[src/rtl/spl_pkg.sv]
`timescale 1ns/1ps
package spl_pkg;
  typedef enum logic [1:0] {PH_CMD = 2'd0, PH_ADDR = 2'd1, PH_DMY = 2'd2, PH_DATA = 2'd3} phase_e;
  typedef enum logic [2:0] {ST_IDLE, ST_SETUP, ST_LOAD, ST_SHIFT, ST_HOLD, ST_TAIL} state_e;

  // Lane enable mask for a lane code
  function automatic logic [3:0] lane_mask(input logic [1:0] code);
    case (code)
      2'd0:    return 4'b0001;
      2'd1:    return 4'b0011;
      default: return 4'b1111;
    endcase
  endfunction

  // sclk cycles per byte for a lane code
  function automatic logic [3:0] slices(input logic [1:0] code);
    case (code)
      2'd0:    return 4'd8;
      2'd1:    return 4'd4;
      default: return 4'd2;
    endcase
  endfunction
endpackage

[src/rtl/spl_phase_pick.sv]
`timescale 1ns/1ps
module spl_phase_pick
  import spl_pkg::*;
(
  input  logic [3:0] nz,
  input  logic       from_start,
  input  phase_e     cur,
  output logic       found,
  output phase_e     nxt
);
  // Lowest non-empty phase after cur (or from the first phase)
  always_comb begin
    found = 1'b0;
    nxt   = PH_DATA;
    for (int i = 3; i >= 0; i--) begin
      if (nz[i] && (from_start || i > int'(cur))) begin
        found = 1'b1;
        nxt   = phase_e'(2'(i));
      end
    end
  end
endmodule

[src/rtl/spl_lane_shift.sv]
`timescale 1ns/1ps
module spl_lane_shift (
  input  logic       clk,
  input  logic       rst_n,
  input  logic       load,
  input  logic [7:0] load_val,
  input  logic       step,
  input  logic       fill_en,
  input  logic [1:0] lanes,
  input  logic [3:0] sd_in,
  output logic [7:0] sh_o,
  output logic [3:0] out_o
);
  logic [7:0] sh;

  always_ff @(posedge clk or negedge rst_n) begin
    if (!rst_n) begin
      sh <= '0;
    end else if (load) begin
      sh <= load_val;
    end else if (step) begin
      case (lanes)
        2'd0:    sh <= {sh[6:0], fill_en & sd_in[0]};
        2'd1:    sh <= {sh[5:0], fill_en ? sd_in[1:0] : 2'b00};
        default: sh <= {sh[3:0], fill_en ? sd_in : 4'b0000};
      endcase
    end
  end

  always_comb begin
    case (lanes)
      2'd0:    out_o = {3'b000, sh[7]};
      2'd1:    out_o = {2'b00, sh[7:6]};
      default: out_o = sh[7:4];
    endcase
  end

  assign sh_o = sh;


  load_step_excl_chk: assert property (@(posedge clk) disable iff (!rst_n) !(load && step));
endmodule

[src/rtl/serial_panel_seq.sv]
`timescale 1ns/1ps
module serial_panel_seq
  import spl_pkg::*;
#(
  parameter int LEN_W = 8
) (
  input  logic             clk,
  input  logic             rst_n,
  input  logic             start,
  input  logic             rx_mode,
  input  logic [LEN_W-1:0] cmd_len,
  input  logic [1:0]       cmd_lanes,
  input  logic [LEN_W-1:0] addr_len,
  input  logic [1:0]       addr_lanes,
  input  logic [LEN_W-1:0] dmy_len,
  input  logic [1:0]       dmy_lanes,
  input  logic [LEN_W-1:0] data_len,
  input  logic [1:0]       data_lanes,
  output logic             busy,
  output logic             done,
  input  logic             tx_valid,
  output logic             tx_ready,
  input  logic [7:0]       tx_data,
  output logic             rx_valid,
  input  logic             rx_ready,
  output logic [7:0]       rx_data,
  output logic             sclk,
  output logic             csn,
  output logic             dcx,
  output logic [3:0]       sd_out,
  output logic [3:0]       sd_oe,
  input  logic [3:0]       sd_in
);
  localparam int NPH = 4;

  state_e                      state;
  phase_e                      phase;
  logic                        rx_q;
  logic [NPH-1:0][LEN_W-1:0]   len_q;
  logic [NPH-1:0][1:0]         lanes_q;
  logic [LEN_W-1:0]            cnt;
  logic [3:0]                  sl;
  logic                        sclk_q, csn_q, done_q;

  logic [LEN_W-1:0] cur_len;
  logic [1:0]       cur_lanes;
  logic             rx_dmy, rx_dat, drive, need_tx, active;
  logic [3:0]       spu;
  logic             last_slice, last_unit;
  logic [NPH-1:0]   nz;
  logic             found;
  phase_e           nxt;
  state_e           adv_state;
  phase_e           adv_phase;
  logic [LEN_W-1:0] adv_cnt;
  logic             ld, step;
  logic [7:0]       sh;
  logic [3:0]       lane_out;

  for (genvar g = 0; g < NPH; g++) begin : g_nz
    assign nz[g] = |len_q[g];
  end

  assign cur_len    = len_q[phase];
  assign cur_lanes  = lanes_q[phase];
  assign rx_dmy     = rx_q && (phase == PH_DMY);
  assign rx_dat     = rx_q && (phase == PH_DATA);
  assign drive      = !(rx_dmy || rx_dat);
  assign need_tx    = drive && (phase != PH_DMY);
  assign active     = (state == ST_LOAD) || (state == ST_SHIFT) || (state == ST_HOLD);
  assign spu        = rx_dmy ? 4'd1 : slices(cur_lanes);
  assign last_slice = (sl == spu - 4'd1);
  assign last_unit  = (cnt == cur_len - LEN_W'(1));

  spl_phase_pick pick_i (
    .nz         (nz),
    .from_start (state == ST_SETUP),
    .cur        (phase),
    .found      (found),
    .nxt        (nxt)
  );

  // Where to go after a finished byte (or dummy cycle)
  always_comb begin
    adv_state = ST_LOAD;
    adv_phase = phase;
    adv_cnt   = cnt + LEN_W'(1);
    if (last_unit) begin
      if (found) begin
        adv_phase = nxt;
        adv_cnt   = '0;
      end else begin
        adv_state = ST_TAIL;
      end
    end
  end

  assign ld   = (state == ST_LOAD) && (!need_tx || tx_valid);
  assign step = (state == ST_SHIFT) &&
                ((!sclk_q && rx_dat) || (sclk_q && !last_slice && !rx_dat));

  spl_lane_shift shift_i (
    .clk      (clk),
    .rst_n    (rst_n),
    .load     (ld),
    .load_val (need_tx ? tx_data : 8'h00),
    .step     (step),
    .fill_en  (rx_dat),
    .lanes    (cur_lanes),
    .sd_in    (sd_in),
    .sh_o     (sh),
    .out_o    (lane_out)
  );

  always_ff @(posedge clk or negedge rst_n) begin
    if (!rst_n) begin
      state   <= ST_IDLE;
      phase   <= PH_CMD;
      rx_q    <= 1'b0;
      len_q   <= '0;
      lanes_q <= '0;
      cnt     <= '0;
      sl      <= '0;
      sclk_q  <= 1'b0;
      csn_q   <= 1'b1;
      done_q  <= 1'b0;
    end else begin
      done_q <= 1'b0;
      case (state)
        ST_IDLE: if (start) begin
          rx_q    <= rx_mode;
          len_q   <= {data_len, dmy_len, addr_len, cmd_len};
          lanes_q <= {data_lanes, dmy_lanes, addr_lanes, cmd_lanes};
          csn_q   <= 1'b0;
          state   <= ST_SETUP;
        end
        ST_SETUP: begin
          if (found) begin
            phase <= nxt;
            cnt   <= '0;
            state <= ST_LOAD;
          end else begin
            state <= ST_TAIL;
          end
        end
        ST_LOAD: if (!need_tx || tx_valid) begin
          sl    <= '0;
          state <= ST_SHIFT;
        end
        ST_SHIFT: begin
          if (!sclk_q) begin
            sclk_q <= 1'b1;
          end else begin
            sclk_q <= 1'b0;
            if (!last_slice) begin
              sl <= sl + 4'd1;
            end else if (rx_dat) begin
              state <= ST_HOLD;
            end else begin
              state <= adv_state;
              phase <= adv_phase;
              cnt   <= adv_cnt;
            end
          end
        end
        ST_HOLD: if (rx_ready) begin
          state <= adv_state;
          phase <= adv_phase;
          cnt   <= adv_cnt;
        end
        ST_TAIL: begin
          csn_q  <= 1'b1;
          done_q <= 1'b1;
          state  <= ST_IDLE;
        end
        default: state <= ST_IDLE;
      endcase
    end
  end

  assign busy     = (state != ST_IDLE);
  assign done     = done_q;
  assign tx_ready = (state == ST_LOAD) && need_tx;
  assign rx_valid = (state == ST_HOLD);
  assign rx_data  = sh;
  assign sclk     = sclk_q;
  assign csn      = csn_q;
  assign dcx      = !(active && (phase == PH_CMD));
  assign sd_oe    = (active && drive) ? lane_mask(cur_lanes) : 4'b0000;
  assign sd_out   = lane_out & sd_oe;


  csn_gates_sclk_chk: assert property (@(posedge clk) disable iff (!rst_n) csn |-> !sclk);

  done_single_chk: assert property (@(posedge clk) disable iff (!rst_n) done |=> !done);

  done_with_csn_chk: assert property (@(posedge clk) disable iff (!rst_n) done |-> csn);

  rx_hold_chk: assert property (@(posedge clk) disable iff (!rst_n)
    rx_valid && !rx_ready |=> rx_valid && $stable(rx_data) && !sclk);

  out_stable_high_chk: assert property (@(posedge clk) disable iff (!rst_n) sclk |-> $stable(sd_out));

  oe_idle_chk: assert property (@(posedge clk) disable iff (!rst_n) csn |-> (sd_oe == 4'b0000));

  dcx_in_frame_chk: assert property (@(posedge clk) disable iff (!rst_n) !dcx |-> !csn);

  lane_shape_chk: assert property (@(posedge clk) disable iff (!rst_n)
    (sd_oe == 4'b0000) || (sd_oe == 4'b0001) || (sd_oe == 4'b0011) || (sd_oe == 4'b1111));

  tx_wait_chk: assert property (@(posedge clk) disable iff (!rst_n)
    tx_ready && !tx_valid |=> !sclk);
endmodule

[config.mk]
export PLATFORM = sky130hd
export DESIGN_NAME = serial_panel_seq
export DESIGN_NICKNAME = d
export VERILOG_FILES = /design/src/rtl/spl_pkg.sv /design/src/rtl/spl_phase_pick.sv /design/src/rtl/spl_lane_shift.sv /design/src/rtl/serial_panel_seq.sv
export SDC_FILE = /design/constraint.sdc
export NUM_CORES = 1
export LEC_CHECK = 0
export ABC_CLOCK_PERIOD_IN_PS = 3900
export CAP_MARGIN = 0
export CELL_PAD_IN_SITES_DETAIL_PLACEMENT = 1
export CELL_PAD_IN_SITES_GLOBAL_PLACEMENT = 1
export CORE_MARGIN = 10
export CORE_UTILIZATION = 41
export DETAILED_ROUTE_END_ITERATION = 10
export PLACE_DENSITY_LB_ADDON = 0.1
export SETUP_SLACK_MARGIN = 0.3
export SLEW_MARGIN = 10
export SYNTH_ARGS = -nofsm -noshare
export SYNTH_HDL_FRONTEND = slang
export SYNTH_SLANG_ARGS = --single-unit
[constraint.sdc]
create_clock -name clk -period 3.9 [get_ports clk]
set_clock_uncertainty 0.1 [all_clocks]
set_input_delay 0.585 -clock clk [delete_from_list [all_inputs] [get_ports clk]]
set_output_delay 0.585 -clock clk [all_outputs]
set_load 0.05 [all_outputs]
# Yosys cells after proc, flatten, opt, wreduce, memory -nomap -nowiden
# Index checks and enable logic that the tools add are counted.
# word_totals
reg_bits	69
inputBits	58
out_inout_bits	23
word_cells	147
# op_classes
n_addsub	4
magnitude_cmp	4
n_eq_ne	19
muxes	54
bitwise	2
n_reduce_logical	47
# ops
operator	n
8-bit two-way mux	11
4-bit case mux with 2 select lines	4
8-bit OR reduction	4
3-bit two-way mux	8
4-bit two-way mux	6
8-bit case mux with 3 select lines	1
2-bit two-way mux	10
8-bit binary-select mux with 2-bit select	1
8-bit case mux with 2 select lines	1
1-bit logical AND	15
3-bit case mux with 5 select lines	1
2-bit inequality test (second input constant)	7
5-bit AND reduction	2
8-bit by 1-bit adder with 8-bit output (second input constant)	1
8-bit == test	1
1-bit logical OR	8
1-bit two-way mux	8
8-bit by 1-bit subtractor with 8-bit output (second input constant)	1
3-bit by 2-bit == test with 1-bit output (second input constant)	2
3-bit == test (second input constant)	2
1-bit logical NOT	6
2-bit case mux with 3 select lines	1
6-bit AND reduction	1
2-bit nonzero test	3
other kinds (19)	25

# Longest topological paths before layout
# logic_depth
depth_word	14
mapped_depth	11
depth_no_buf	9

# Cells and area by module
# Synthesis repeated with hierarchy kept, for this count alone.
# hier_totals
cells_unflattened	403
area_unflattened_um2	4240.3
# by_module_without_submodules
module	instances	cells_per_inst	area_each_um2	seq_area_each_um2
serial_panel_seq	1	327	3560.9	1527.7
spl_lane_shift	1	65	611.8	200.2
spl_phase_pick	1	11	67.6	0.0

# Least setup slack after synthesis
# No wires, ideal clock.
# synth_timing
path_kind	reg-to-output
start	register phase[1]
end	output port sd_out[2]
t_arrival_ps	2277
required_ps	3215
setup_slack_ps	938
path_stages_with_launch	8
path_buffers	4
cell_sequence	dfrtp_1 -> buf_6 -> buf_12 -> mux4_2 -> buf_6 -> clkbuf_1 -> and3_1 -> and2_1
# synth_via
elab_chain_len	7
word_cells_on_any_way	15
cone_classes	eq/ne: 3; mux: 5; bitwise: 1; reduce/logical: 6
# synth_rtl
element	line	text
start: declaration	serial_panel_seq.sv:37	phase_e phase;
start signal: assignment	serial_panel_seq.sv:139	phase <= nxt;
start signal: assignment	serial_panel_seq.sv:161	phase <= adv_phase;
start signal: assignment	serial_panel_seq.sv:168	phase <= adv_phase;
branches (longest 5 deep; another with 4-bit case mux with 2 select lines)	n/a	
4-bit two-way mux *	serial_panel_seq.sv:189	assign sd_oe = (active && drive) ? lane_mask(cur_lanes) : 4'b0000;
net sd_oe[2]	serial_panel_seq.sv:31	output logic [3:0] sd_oe,
4-bit bitwise AND *	serial_panel_seq.sv:190	assign sd_out = lane_out & sd_oe;
end: declaration	serial_panel_seq.sv:30	output logic [3:0] sd_out,
# Mark *: on every way through the listed nets, which the timed path passes. The select of a mux whose other input is x is not followed.

# Final worst setup path
# layout_timing
start	register phase[1]
end	output port sd_oe[3]
# layout_via
elab_chain_len	6
word_cells_on_any_way	13
cone_classes	eq/ne: 3; mux: 4; reduce/logical: 6
# layout_rtl
element	line
branches (longest 5 deep; another with 4-bit case mux with 2 select lines)	n/a
4-bit two-way mux *	serial_panel_seq.sv:189
end: declaration	serial_panel_seq.sv:31
# Every way passes the cells marked *. The select of a mux whose other input is x is not followed.

==> impl_table.tex <==
\begin{tabular}{lr}
\hline
Metric & Value \\
\hline
\multicolumn{2}{l}{\textbf{Clocking}} \\
\quad CTS root buffer & clkbuf\_8 \\
\quad Clock tree sinks & approximately 70 \\
\quad Number of hold buffers added after cts & 0 \\
\quad CTS tree & yes \\
\quad H-tree levels & 3 \\
\quad Max Root-Sink Buffers & 2 \\
\quad Worst-Skew Late Latency & 350 ps \\
\quad Setup fix buffers added after clock tree synthesis & 0 \\
\quad Clock buffers created by TritonCTS & 9 \\
\quad CTS-repair resized insts & 0 \\
\quad Clock transition at the register clock pins on the worst setup and hold paths after CTS & 90 ps \\
\multicolumn{2}{l}{\textbf{Detailed routing}} \\
\quad Via density per instance & 5.649 \\
\quad Detailed-route via count & 3491 \\
\quad Starting DRC count in detailed routing & approximately 270 \\
\quad Average wire per cell in the routed design & 19.65 um \\
\quad Total routed wirelength & between 10000 and 15000 um \\
\quad First drt pass iteration count & 4 \\
\quad Total DRC errors in the routed layout & 0 \\
\quad Number of routed nets with antenna violations & 0 \\
\multicolumn{2}{l}{\textbf{Yosys}} \\
\quad Count of flip-flops with a built-in enable after synthesis & 0 \\
\quad Mapped Cells & around 410 \\
\quad Yosys synthesis warning count & 0 \\
\quad Area share of the largest cell type after synthesis & 0.4082 \\
\quad Synth async-reset ratio & 1.000 \\
\quad Main area contributors after synthesis & dfrtp\_1 (41\%), mux2\_2 (11\%), mux4\_1 (3.8\%) \\
\quad Mean instance size in the synthesized netlist & 10.29 sq um \\
\quad Flip-flop and latch count after synthesis & between 60 and 70 \\
\quad Sequential share of the synthesized area & 0.4145 \\
\quad Netlist area before placement & 0.004169 sq mm \\
\quad Dominant synthesized flop cell & dfrtp\_1 \\
\quad Post-Syn Nets & 466 \\
\quad Top cell type by total area after synthesis & dfrtp\_1 \\
\quad Distinct cell type count of the synthesized netlist & 65 \\
\multicolumn{2}{l}{\textbf{Outcome}} \\
\quad Status & completed \\
\multicolumn{2}{l}{\textbf{Power}} \\
\quad Switching portion of total power & 0.4674 \\
\quad Share of power burned in combinational logic & 0.579 \\
\quad Share of total power in the clock network & 0.139 \\
\quad LEAKAGE & 2.220 nW \\
\quad VDD IR-drop max & 652.5 uV \\
\quad Internal power & 0.002623 W \\
\quad Flop pwr share & 0.282 \\
\quad Cell Pwr Density & between 900 and 1000 mW/mm\^{}2 \\
\quad Psw & 0.002302 W \\
\multicolumn{2}{l}{\textbf{Job}} \\
\quad Max-cap violation count & 0 \\
\multicolumn{2}{l}{\textbf{Worst setup path}} \\
\quad Required time at the worst-slack endpoint & 3210 ps \\
\quad Endpoint kind of the worst setup timing path & output port \\
\quad Crit path max fanout & 20 \\
\quad CP Launch Type & register \\
\quad Critical path class & register to output port \\
\quad Arrival time of data at the critical path endpoint & approximately 2700 ps \\
\multicolumn{2}{l}{\textbf{Die}} \\
\quad I/O pin cnt & 81 \\
\quad Number of cell rows & 36 \\
\quad Area of the core & $\sim$0.0098 sq mm \\
\quad Chip width & 120.8 um \\
\quad Effective utilization at floorplan & 0.4246 \\
\quad Die Outline Area & 0.01460 sq mm \\
\quad Die boundary height & between 100 and 150 um \\
\multicolumn{2}{l}{\textbf{STA}} \\
\quad Shortest period the worst path allows & 3380 ps \\
\quad Unrepaired setup endpoints after global routing & no \\
\quad Max Clk Rate & $\sim$0.30 GHz \\
\quad Final hold violation count & 0 \\
\quad Measured slew at the worst slew-check pin & 1051 ps \\
\quad Final setup viols & 0 \\
\quad Fin Setup TNS & 0 ps \\
\quad Final Max Tran Viols & 0 \\
\quad Post-route clock period utilization & 0.8666 \\
\quad Slew headroom & 0.2994 \\
\multicolumn{2}{l}{\textbf{Final layout}} \\
\quad Fraction of final layout cells sized beyond drive strength 1 & 0.1814 \\
\quad Final net count & around 540 \\
\quad Final core utilization & 0.5399 \\
\quad Area growth, synth to finish & 27.16\% \\
\quad Count of inserted antenna diode cells & 0 \\
\multicolumn{2}{l}{\textbf{Place}} \\
\quad DP HPWL & approximately 9500 um \\
\quad Buffers on Ports & 80 \\
\quad RePlAce Congestion & 0.8107 \\
\multicolumn{2}{l}{\textbf{GRT}} \\
\quad Vias in the first global route & 3804 \\
\quad Initial antenna violation count & 0 \\
\quad Maximum number of pins on one net before global-route repair & 45 \\
\quad Leftover overflow at the end of global routing & 0 \\
\quad Global-route usage over all layers & 0.1679 \\
\quad Wire length of the first global-routing pass & 20010 um \\
\multicolumn{2}{l}{\textbf{Min path}} \\
\quad Type of the most critical hold path & input pin to async pin \\
\hline
\end{tabular}
==> area by class of cell <==
cell class | count | area (sq um)
Clock inverter | 7 | 106.4
Timing Repair Buffer | 88 | 865.8
Fill cell | 1113 | 4518
Tap cell | 133 | 166.4
Sequential cell | 69 | 1728
Multi-Input combinational cell | 297 | 2255
Inverter | 15 | 56.30
Clock buffer | 9 | 123.9
==> metrics by stage <==
stage | setup slack, ps | std cells | total power [W] | hold slack (ps) | area, sq um
global placement | 714.3 | 602 | 0.004143 | 371.2 | 5061
floorplan | 937.5 | 405 | 0.003507 | 189.4 | 4169
CTS | 350.8 | 618 | 0.004958 | 340.6 | 5291
global route | 364.1 | 618 | 0.005271 | 403.0 | 5301
detailed placement | 616.9 | 602 | 0.004245 | 388.3 | 5061
finish | 520.2 | 618 | 0.004926 | 316.6 | 5301
==> routing by layer <==
layer  track usage  vias to the layer above  routed length [um]
li1              -                     1644                   -
met1        0.2259                     1752                5798
met2        0.2687                       82                5754
met3       0.03164                       13                 472
met4       0.04751                        0                 119
met5             0                        -                   0
==> layout by cell type (no fill, tap or decap), drive strengths merged, types with 3 or more instances in the layout <==
master         Yosys  final
mux2i              8      8
ha                 3      3
o31ai              3      3
and3               3      3
dlymetal6s2s       0      4
and2               6      6
a2bb2oi            4      4
nor3               8      8
nor4               6      6
nand4              6      6
or3                7      7
nand3              8      8
or2                5      5
nand3b             4      4
mux4              12     12
nor2              37     37
nand4b             4      4
xnor2              6      6
xor2               4      4
nand2             36     36
clkdlybuf4s50      0     75
a31oi              5      5
a21oi             24     24
clkbuf            12      9
inv               15     18
buf               12      9
a32oi              4      4
o21ai             22     22
dfrtp             68     68
mux2              43     43
==> registers in the layout (all words and copies together), names as in the netlist <==
signal and flops:
state 3, sclk 1, len_q 32, rx_q 1
done 1, lanes_q 8, phase 2, cnt 8
csn 1, shift_i.sh_o 8, sl 4
==> critical path, cell delays in order, from the launching register on <==
cell and delay [ps]:
dfrtp_1 520, buf_4 240, mux4_2 440, and3_1 300, clkdlybuf4s50_1 840
==> power by group through the flow <==
stage / clock (W) / sequential [W] / combinational (W)
after detailed placement: 0 / 0.00140 / 0.00285
final: 0.000684 / 0.00139 / 0.00285
after floorplan: 0 / 0.00133 / 0.00217
after global routing: 0.000730 / 0.00144 / 0.00310
after CTS: 0.000705 / 0.00139 / 0.00287
after global placement: 0 / 0.00137 / 0.00277
==> final timing paths <==
check	from	to	slack (ps)	cells after the start
worst max-delay path	phase[1]$_DFFE_PN0P_	sd_oe[3]	520	4
worst min-delay path	rst_n	cnt[4]$_DFFE_PN0P_	320	1
worst max register to register	phase[1]$_DFFE_PN0P_	phase[0]$_DFFE_PN0P_	590	10
worst min register to register	csn$_DFFE_PN1P_	csn$_DFFE_PN1P_	390	2
max in group asynchronous	rst_n	len_q[23]$_DFFE_PN0P_	2570	2
min in group clk	csn$_DFFE_PN1P_	csn$_DFFE_PN1P_	390	2
==> Yosys cell counts (2+ instances only) <==
library cell and n:
a32oi_1 4, a22o_1 2, nand4b_1 4, mux2i_1 8
nor3_4 2, inv_1 15, nand4_1 6, xnor2_1 6
buf_2 7, and3_1 3, or4_1 2, nor2_1 36
nand2_1 36, a211o_1 2, o21ai_0 21, nand3b_1 4
nor4_1 6, clkbuf_1 12, mux4_1 6, nand3_1 8
mux2_2 42, o31ai_1 3, xor2_1 4, ha_1 3
a31oi_1 5, and2_1 5, mux4_2 6, o2bb2ai_1 2
or2_2 4, or3_1 7, dfrtp_1 68, nor3_1 6
buf_6 2, a21oi_1 23, a2bb2oi_1 4, buf_4 2
==> logic make-up (layout without fill, tap and decap cells) <==
kind of cell               after synthesis  after routing  share of synthesized area
AOI/OAI and AO/OA                       82             82                     0.1297
DFF                                     69             69                     0.4145
buffers and inverters                   39            119                    0.04651
xor gates and xnor gates                10             10                    0.02101
adders and majority gates                3              3                   0.009005
muxes                                   63             63                     0.2065
and+or+nand+nor                        139            139                     0.1729
(Power assumes the default switching activity.)
